<file path="src/rtl/perf_ctr_pkg.sv">
package perf_ctr_pkg;
  localparam int EVT_SPACE = 256;
  localparam int ADDR_CTL  = 0;
  localparam int ADDR_STS  = 1;
  localparam int ADDR_BASE = 2;

  typedef struct packed {
    logic [7:0] evsel;
    logic       pm;
    logic       oi;
    logic       ev;
    logic [3:0] plm;
  } ctr_cfg_t;

  function automatic ctr_cfg_t cfg_from_word(input logic [63:0] w);
    ctr_cfg_t c;
    c.plm   = w[3:0];
    c.ev    = w[4];
    c.oi    = w[5];
    c.pm    = w[6];
    c.evsel = w[15:8];
    return c;
  endfunction

  function automatic logic [63:0] cfg_to_word(input ctr_cfg_t c);
    return {48'h0, c.evsel, 1'b0, c.pm, c.oi, c.ev, c.plm};
  endfunction
endpackage

</file>
<file path="src/rtl/perf_ctr_unit.sv">
module perf_ctr_unit
  import perf_ctr_pkg::*;
#(
  parameter int CNT_W = 16
) (
  input  logic                 clk_i,
  input  logic                 rst_ni,
  input  logic                 cfg_we_i,
  input  logic                 cnt_we_i,
  input  logic [63:0]          wdata_i,
  input  logic                 count_ok_i,
  input  logic [1:0]           priv_i,
  input  logic [EVT_SPACE-1:0] evt_i,
  output ctr_cfg_t             cfg_o,
  output logic [CNT_W-1:0]     count_o,
  output logic                 wrap_o
);
  ctr_cfg_t         cfg_q;
  logic [CNT_W-1:0] cnt_q;
  logic             inc;

  assign inc    = count_ok_i & cfg_q.plm[priv_i] & evt_i[cfg_q.evsel];
  // software write wins, so the carry is dropped with the increment
  assign wrap_o = inc & ~cnt_we_i & (&cnt_q);

  always_ff @(posedge clk_i or negedge rst_ni) begin
    if (!rst_ni) begin
      cfg_q <= '0;
    end else if (cfg_we_i) begin
      cfg_q <= cfg_from_word(wdata_i);
    end
  end

  always_ff @(posedge clk_i or negedge rst_ni) begin
    if (!rst_ni) begin
      cnt_q <= '0;
    end else if (cnt_we_i) begin
      cnt_q <= wdata_i[CNT_W-1:0];
    end else if (inc) begin
      cnt_q <= cnt_q + CNT_W'(1);
    end
  end

  assign cfg_o   = cfg_q;
  assign count_o = cnt_q;
endmodule

</file>
<file path="src/rtl/perf_ctr_ovf_ctl.sv">
module perf_ctr_ovf_ctl #(
  parameter int NUM_CTR = 4
) (
  input  logic               clk_i,
  input  logic               rst_ni,
  input  logic [NUM_CTR-1:0] wrap_i,
  input  logic [NUM_CTR-1:0] oi_i,
  input  logic [NUM_CTR-1:0] ev_i,
  input  logic               ctl_we_i,
  input  logic               ctl_freeze_i,
  input  logic               sts_we_i,
  input  logic [NUM_CTR-1:0] sts_clr_i,
  output logic               freeze_o,
  output logic [NUM_CTR-1:0] ovf_o,
  output logic               irq_o,
  output logic [NUM_CTR-1:0] notify_o
);
  logic               freeze_q, freeze_d;
  logic [NUM_CTR-1:0] ovf_q, ovf_d, irq_hit;
  logic               irq_q;
  logic [NUM_CTR-1:0] notify_q;

  // an interrupting wrap overrides a same-cycle software clear of freeze
  always_comb begin
    freeze_d = freeze_q;
    if (|(wrap_i & oi_i)) freeze_d = 1'b1;
    else if (ctl_we_i)    freeze_d = ctl_freeze_i;
  end

  always_comb begin
    ovf_d = ovf_q;
    if (sts_we_i) ovf_d = ovf_q & ~sts_clr_i;
    ovf_d = ovf_d | wrap_i;
  end

  // edge rule: only a wrap on a not-yet-reported counter interrupts
  assign irq_hit = wrap_i & oi_i & ~ovf_q;

  always_ff @(posedge clk_i or negedge rst_ni) begin
    if (!rst_ni) begin
      freeze_q <= 1'b0;
      ovf_q    <= '0;
      irq_q    <= 1'b0;
      notify_q <= '0;
    end else begin
      freeze_q <= freeze_d;
      ovf_q    <= ovf_d;
      irq_q    <= |irq_hit;
      notify_q <= wrap_i & ev_i;
    end
  end

  assign freeze_o = freeze_q;
  assign ovf_o    = ovf_q;
  assign irq_o    = irq_q;
  assign notify_o = notify_q;
endmodule

</file>
<file path="src/rtl/perf_ctr_rdmux.sv">
module perf_ctr_rdmux
  import perf_ctr_pkg::*;
#(
  parameter int NUM_CTR = 4,
  parameter int CNT_W   = 16,
  parameter int ADDR_W  = 8
) (
  input  logic [ADDR_W-1:0]             addr_i,
  input  logic                          freeze_i,
  input  logic [NUM_CTR-1:0]            ovf_i,
  input  ctr_cfg_t [NUM_CTR-1:0]        cfg_i,
  input  logic [NUM_CTR-1:0][CNT_W-1:0] cnt_i,
  output logic [63:0]                   rdata_o
);
  always_comb begin
    rdata_o = '0;
    if (int'(addr_i) == ADDR_CTL) begin
      rdata_o[0] = freeze_i;
    end else if (int'(addr_i) == ADDR_STS) begin
      rdata_o[NUM_CTR-1:0] = ovf_i;
    end else begin
      for (int i = 0; i < NUM_CTR; i++) begin
        if (int'(addr_i) == ADDR_BASE + 2*i)     rdata_o = cfg_to_word(cfg_i[i]);
        if (int'(addr_i) == ADDR_BASE + 2*i + 1) rdata_o = 64'(cnt_i[i]);
      end
    end
  end
endmodule

</file>
<file path="src/rtl/perf_ctr_bank.sv">
module perf_ctr_bank
  import perf_ctr_pkg::*;
#(
  parameter int NUM_CTR = 4,
  parameter int CNT_W   = 16,
  parameter int NUM_EVT = 256,
  parameter int ADDR_W  = 8
) (
  input  logic               clk_i,
  input  logic               rst_ni,
  input  logic               cnt_en_i,
  input  logic [1:0]         priv_i,
  input  logic [NUM_EVT-1:0] event_i,
  input  logic               reg_we_i,
  input  logic [ADDR_W-1:0]  reg_addr_i,
  input  logic [63:0]        reg_wdata_i,
  output logic [63:0]        reg_rdata_o,
  output logic               irq_o,
  output logic [NUM_CTR-1:0] notify_o
);
  logic [EVT_SPACE-1:0]          evt_ext;
  ctr_cfg_t [NUM_CTR-1:0]        cfg_q;
  logic [NUM_CTR-1:0][CNT_W-1:0] cnt_q;
  logic [NUM_CTR-1:0]            wrap, oi_v, ev_v, cfg_we, cnt_we, ovf_q;
  logic                          freeze_q, ctl_we, sts_we, count_ok;

  // unused select codes see a constant zero
  always_comb begin
    evt_ext = '0;
    evt_ext[NUM_EVT-1:0] = event_i;
  end

  assign ctl_we   = reg_we_i && (int'(reg_addr_i) == ADDR_CTL);
  assign sts_we   = reg_we_i && (int'(reg_addr_i) == ADDR_STS);
  assign count_ok = cnt_en_i & ~freeze_q;

  for (genvar i = 0; i < NUM_CTR; i++) begin : g_ctr
    assign cfg_we[i] = reg_we_i && (int'(reg_addr_i) == ADDR_BASE + 2*i);
    assign cnt_we[i] = reg_we_i && (int'(reg_addr_i) == ADDR_BASE + 2*i + 1);
    assign oi_v[i]   = cfg_q[i].oi;
    assign ev_v[i]   = cfg_q[i].ev;

    perf_ctr_unit #(.CNT_W(CNT_W)) u_unit (
      .clk_i      (clk_i),
      .rst_ni     (rst_ni),
      .cfg_we_i   (cfg_we[i]),
      .cnt_we_i   (cnt_we[i]),
      .wdata_i    (reg_wdata_i),
      .count_ok_i (count_ok),
      .priv_i     (priv_i),
      .evt_i      (evt_ext),
      .cfg_o      (cfg_q[i]),
      .count_o    (cnt_q[i]),
      .wrap_o     (wrap[i])
    );
  end

  perf_ctr_ovf_ctl #(.NUM_CTR(NUM_CTR)) u_ovf (
    .clk_i        (clk_i),
    .rst_ni       (rst_ni),
    .wrap_i       (wrap),
    .oi_i         (oi_v),
    .ev_i         (ev_v),
    .ctl_we_i     (ctl_we),
    .ctl_freeze_i (reg_wdata_i[0]),
    .sts_we_i     (sts_we),
    .sts_clr_i    (reg_wdata_i[NUM_CTR-1:0]),
    .freeze_o     (freeze_q),
    .ovf_o        (ovf_q),
    .irq_o        (irq_o),
    .notify_o     (notify_o)
  );

  perf_ctr_rdmux #(.NUM_CTR(NUM_CTR), .CNT_W(CNT_W), .ADDR_W(ADDR_W)) u_rd (
    .addr_i   (reg_addr_i),
    .freeze_i (freeze_q),
    .ovf_i    (ovf_q),
    .cfg_i    (cfg_q),
    .cnt_i    (cnt_q),
    .rdata_o  (reg_rdata_o)
  );
endmodule

</file>
<file path="config.mk">
export PLATFORM = sky130hd
export DESIGN_NAME = perf_ctr_bank
export DESIGN_NICKNAME = d
export VERILOG_FILES = /design/src/rtl/perf_ctr_pkg.sv /design/src/rtl/perf_ctr_unit.sv /design/src/rtl/perf_ctr_ovf_ctl.sv /design/src/rtl/perf_ctr_rdmux.sv /design/src/rtl/perf_ctr_bank.sv
export SDC_FILE = /design/constraint.sdc
export NUM_CORES = 1
export LEC_CHECK = 0
export ABC_AREA = 1
export ABC_CLOCK_PERIOD_IN_PS = 2200
export BUFFER_PORTS_ARGS = -buffer_cell sky130_fd_sc_hd__buf_2
export CAP_MARGIN = 10
export CORE_UTILIZATION = 44
export CTS_BUF_LIST = sky130_fd_sc_hd__clkbuf_16
export CTS_CLUSTER_DIAMETER = 60
export CTS_CLUSTER_SIZE = 28
export DETAILED_ROUTE_END_ITERATION = 10
export GPL_TIMING_DRIVEN = 0
export PLACE_DENSITY = 0.69
export REMOVE_ABC_BUFFERS = 1
export SLEW_MARGIN = 40
export SYNTH_ARGS = -nofsm -noshare
export SYNTH_HDL_FRONTEND = slang
export SYNTH_SLANG_ARGS = --single-unit
</file>
<file path="constraint.sdc">
create_clock -name clk_i -period 2.2 [get_ports clk_i]
set_input_delay 0.33 -clock clk_i [delete_from_list [all_inputs] [get_ports clk_i]]
set_output_delay 0.33 -clock clk_i [all_outputs]
set_load 0.005 [all_outputs]
</file>
==> run_results.csv, run 1 <==
group,metric,value,unit
synthesis,yosysSeqAreaShare,18.3,%
synthesis,synth_simple_gate_area_share,57.8,%
grt,grt_max_degree,75,
clocking,clk_root_buffer_cell,"clkbuf_16",
die,die_h,206,um
status,stop_error,"[ERROR GRT-0232] Routing congestion too high. Check the congestion heatmap in the GUI.",
grt,grt_overflow,69,
status,haltStage,"5_1_grt",
clocking,h-tree-depth,4,
synthesis,synthTopCellsByCount,"1,337 x nand2_1, 987 x nand3_1, 134 x dfrtp_1",
placement,dpl_cell_area,0.0196,mm2
synthesis,synth-seq-cells,134,
die,start_util,44.7,%
synthesis,synth_top_family_by_area,"simple AND/OR/NAND/NOR gates",
synthesis,synth_area_leaders,"nand2_1 27%, nand3_1 27%, dfrtp_1 18%",
die,num_io_pins,403,
synthesis,avgSynthCellArea,5.55,um2
synthesis,yosys.area.top_type,"nand2_1",
synthesis,ys_async_sr_fraction,100,%
die,fp.dieW,206,um
synthesis,synth_cell_types,48,
placement,gp_congestion,0.966,
grt,groute.usage.overall,73.1,%
placement,hpwlAfterDp,54200,um
synthesis,yosysWarnings,0,
status,outcome,"stopped before the end",
synthesis,synthFlopType,"dfrtp_1",
synthesis,synth_compound_area_share,8.60,%
clocking,cts_buffers,17,
clocking,clock_sinks,134,
placement,port_buffers,306,
placement,dp_slack,-1470,ps
synthesis,netlist_area,0.0183,mm2
synthesis,muxShareOfSynthArea,0,%
synthesis,synth_top_area_share,27.4,%
synthesis,yosys.area_share.xor_xnor,2.48,%
synthesis,synth-adder-area-share,0.273,%
synthesis,synth.most_common_cell,"nand2_1",
synthesis,synth_edf_count,0,
die,fp-row-count,74,
synthesis,synthCells,3307,
clocking,ctsLongestPathBuffers,2,
## per-layer routing
| metal | GRT usage (%) | overflow |
|---|---|---|
| met5 | 57.7 | 5 |
| met4 | 61.6 | 24 |
| met2 | 84.5 | 27 |
| met1 | 73.6 | 11 |
| met3 | 66.3 | 2 |
## kinds of logic after synthesis
kind of cell / count (synthesis)
buffers and inverters: 437
DFF: 134
other: 1
xor gates and xnor gates: 52
adders and majority gates: 4
and+or+nand+nor: 2442
AOI/OAI and AO/OA: 237
## through the flow
stage | util, % | cells
after CTS | 57.6 | 4108
after detailed placement | 47.8 | 3925
after global placement | 46.2 | 3903
after floorplan | - | 3065
## what timing repair did
| action | in CTS |
|---|---|
| resized for setup | 322 |
| hold buffers | 1 |
| setup buffers | 91 |
| pin swaps | 53 |
| cloned | 59 |
| setup endpoints to repair | 120 |
| endpoints found under the hold margin | 60 |
==> inputs of run 2 (changes only) <==
--- a/config.mk
+++ b/config.mk
@@ -6,16 +6,13 @@
 export NUM_CORES = 1
 export LEC_CHECK = 0
 export ABC_AREA = 1
-export ABC_CLOCK_PERIOD_IN_PS = 2200
+export ABC_CLOCK_PERIOD_IN_PS = 2850
 export BUFFER_PORTS_ARGS = -buffer_cell sky130_fd_sc_hd__buf_2
 export CAP_MARGIN = 10
-export CORE_UTILIZATION = 44
-export CTS_BUF_LIST = sky130_fd_sc_hd__clkbuf_16
-export CTS_CLUSTER_DIAMETER = 60
-export CTS_CLUSTER_SIZE = 28
+export CORE_UTILIZATION = 29
 export DETAILED_ROUTE_END_ITERATION = 10
 export GPL_TIMING_DRIVEN = 0
-export PLACE_DENSITY = 0.69
+export PLACE_DENSITY_LB_ADDON = 0.15
 export REMOVE_ABC_BUFFERS = 1
 export SLEW_MARGIN = 40
 export SYNTH_ARGS = -nofsm -noshare
==> constraint.sdc (replaced) <==
create_clock -name clk_i -period 2.85 [get_ports clk_i]
set_input_delay 0.4275 -clock clk_i [delete_from_list [all_inputs] [get_ports clk_i]]
set_output_delay 0.4275 -clock clk_i [all_outputs]
set_load 0.005 [all_outputs]
==> run 2 against run 1 <==
  * The run now ends clean
  * Synthesized area stayed put
  * Synthesized cell count stayed put
==> run_results.csv, run 2 <==
group,metric,value,unit
synthesis,synth_area_leaders,"nand2_1 27%, nand3_1 27%, dfrtp_1 18%",
timing,hold_violations,0,
clocking,h-tree-depth,4,
flow_run,drv_cap,0,
power,irDropWorstVdd,0.391,mV
clocking,cts_buffers,17,
critical_path,crit_path_end_kind,"primary output",
critical_path,r2r_cells,21,
placement,port_buffers,306,
clocking,clk_pin_slew,70,ps
power,leakagePower,11.0,nW
placement,gp_congestion,0.874,
synthesis,synth.most_common_cell,"nand2_1",
timing,fin_crit_sh,98.9,%
grt,grt_overflow,0,
die,start_util,29.6,%
drt,route.detailed.drc,0,
die,fp.dieW,254,um
timing,worst_slack,30.4,ps
clocking,ctsLongestPathBuffers,2,
synthesis,synthTopCellsByCount,"1,337 x nand2_1, 987 x nand3_1, 134 x dfrtp_1",
timing,max_freq,355,MHz
die,num_io_pins,403,
die,core,0.0621,mm2
power,power_frac_clock,30.2,%
timing,rsz0062_at_grt,"true",
final_layout,final_nets,3896,
die,die_h,254,um
synthesis,yosys.area.top_type,"nand2_1",
critical_path,slowest_stage,"dfrtp_4",
hold_path,hold_end,"g_ctr[0].u_unit.count_o[10]",
critical_path,reg2reg_slack,70,ps
critical_path,rr_startpoint,"g_ctr[3].u_unit.cfg_o[7]",
power,p_sw,3.13,mW
die,die-area,0.0643,mm2
hold_path,hold_start,"reg_wdata_i[10]",
drt,ant_nets,0,
timing,finalSetupViolCount,0,
timing,fin_hold_ws,282,ps
final_layout,drive_gt1_share,19.1,%
synthesis,synth_cell_types,48,
power,p_seq_share,30.1,%
clocking,clk_latency,440,ps
power,internal_power,4.44,mW
power,combPwrFrac,39.7,%
synthesis,synth_top_area_share,27.4,%
timing,worst_slew_pin_slew,725,ps
drt,viasPerCell,5.71,
synthesis,netlist_area,0.0183,mm2
critical_path,path_class,"reg -> out",
clocking,clock_sinks,134,
timing,post-route-min-period,2820,ps
drt,drt_pass1_iterations,7,
critical_path,rr_endpoint,"u_ovf.irq_o",
drt,routedWlPerCell,24.7,um
final_layout,final_cell_mix,"1,309 x nand2_1, 958 x nand3_1, 301 x buf_2",
final_layout,synthToLayoutAreaGrowth,28.9,%
critical_path,crit_start,"g_ctr[0].u_unit.cfg_o[9]",
timing,skew,21.9,ps
critical_path,crit_chain,"buf_12, clkinv_8, buf_16, o21ai_0, a211oi_2, o22ai_1, o22ai_2, inv_1, buf_2",
grt,antenna_found_initial,19,
critical_path,crit_required,2420,ps
critical_path,critPathMaxFanout,20,
synthesis,yosysWarnings,0,
placement,dpl_cell_area,0.0203,mm2
synthesis,synthCells,3307,
synthesis,synth_edf_count,0,
critical_path,critPathLaunchType,"flop",
synthesis,synthFlopType,"dfrtp_1",
drt,drtIter0Drc,3904,
die,fp-row-count,91,
placement,dp_slack,-1490,ps
synthesis,synth-seq-cells,134,
grt,grt_pass1_vias,22900,
timing,slew_viol_final,0,
synthesis,avgSynthCellArea,5.55,um2
clocking,cts_tree,"built",
final_layout,fin_area,0.0237,mm2
timing,max-slew-margin-rel,51.3,%
placement,hpwlAfterDp,65400,um
clocking,clk_root_buffer_cell,"clkbuf_16",
grt,grt_pass1_wl,153000,um
final_layout,largest_reg_flops,64,
critical_path,cpPeakStageDelay,490,ps
grt,groute.usage.overall,31.9,%
synthesis,ys_async_sr_fraction,100,%
critical_path,cp.arrival,2390,ps
synthesis,yosysSeqAreaShare,18.3,%
power,p_sw_share,41.4,%
hold_path,holdCritPathClass,"in -> reg",
drt,vias,25300,
power,p_per_area,320,mW/mm2
final_layout,final_common_cell,"nand2_1",
drt,routed_wl,109000,um
hold_path,min_path_cells,3,
status,outcome,"finished clean",
grt,grt_max_degree,62,
==> run 2: cell families (layout without fill, tap and decap cells) <==
kind of cell	after synthesis	count (layout)	synth area share, %
AOI/OAI and AO/OA	237	237	8.60
xor gates and xnor gates	52	52	2.48
adders and majority gates	4	4	0.273
buffers and inverters	437	654	12.6
DFF	134	134	18.3
other	1	67	0.0204
and+or+nand+nor	2442	2442	57.8
==> run 2: layer usage <==
metal / routed length, um / part of all wire [%] / track usage (%)
met5: 36 / 0.033 / 0
met4: 6240 / 5.7 / 17.0
met1: 42700 / 39 / 41.6
met2: 48700 / 45 / 50.3
met3: 11600 / 11 / 5.07
==> run 2: worst max-delay path by stage <==
stage,to,slack (ps),cells after the start
after floorplan,g_ctr[3].u_unit.count_o[13],-2330,15
after global placement,g_ctr[3].u_unit.count_o[4],-7060,15
after detailed placement,g_ctr[3].u_unit.count_o[4],-1490,19
after CTS,g_ctr[0].u_unit.count_o[1],3,16
after global routing,g_ctr[2].u_unit.count_o[15],-90,17
final,reg_rdata_o[10],30,9
==> run 2: worst max-delay path: cells and delay by family (launching register included) <==
family          cells  cell delay [ps]
buf+inv             5              700
compound gates      4              730
flops               1              490
==> run 2: power by group through the flow <==
stage	sequential (mW)	combinational (mW)	clock, mW
final	2.28	3.01	2.29
after global routing	2.29	3.22	2.38
after CTS	2.27	2.70	2.31
after detailed placement	2.35	2.41	0
after global placement	2.51	2.22	0
after floorplan	2.31	1.27	0
==> run 2: what timing repair did <==
item                                    in CTS  in global routing
endpoints found under the setup margin      89                 86
cloned                                      24                 22
buffers inserted                            48                 39
hold buffers                                 1                  0
resized for setup                          102                112
pin swaps                                   14                 37
hold endpoints to repair                    32                  0
==> run 2: per-stage QoR <==
stage	std cells	util (%)	setup TNS (ps)	power [mW]
floorplan	3065	-	-156910	3.57
global placement	4208	31.2	-620480	4.73
detailed placement	4243	32.6	-66120	4.76
CTS	4347	35.9	0	7.28
global route	4424	38.1	-1230	7.89
finish	4427	38.1	0	7.57
==> run 2: layout make-up <==
type,instances,area (um2)
antenna,19,47.5
clock buffer,18,429
clock inverter,14,165
fill,6857,38400
inverter,148,792
multi-input combinational,2783,13400
sequential,134,3410
tap,837,1050
timing repair buffer,466,4290
timing repair inverter,8,95.1
(Power assumes the default switching activity.)
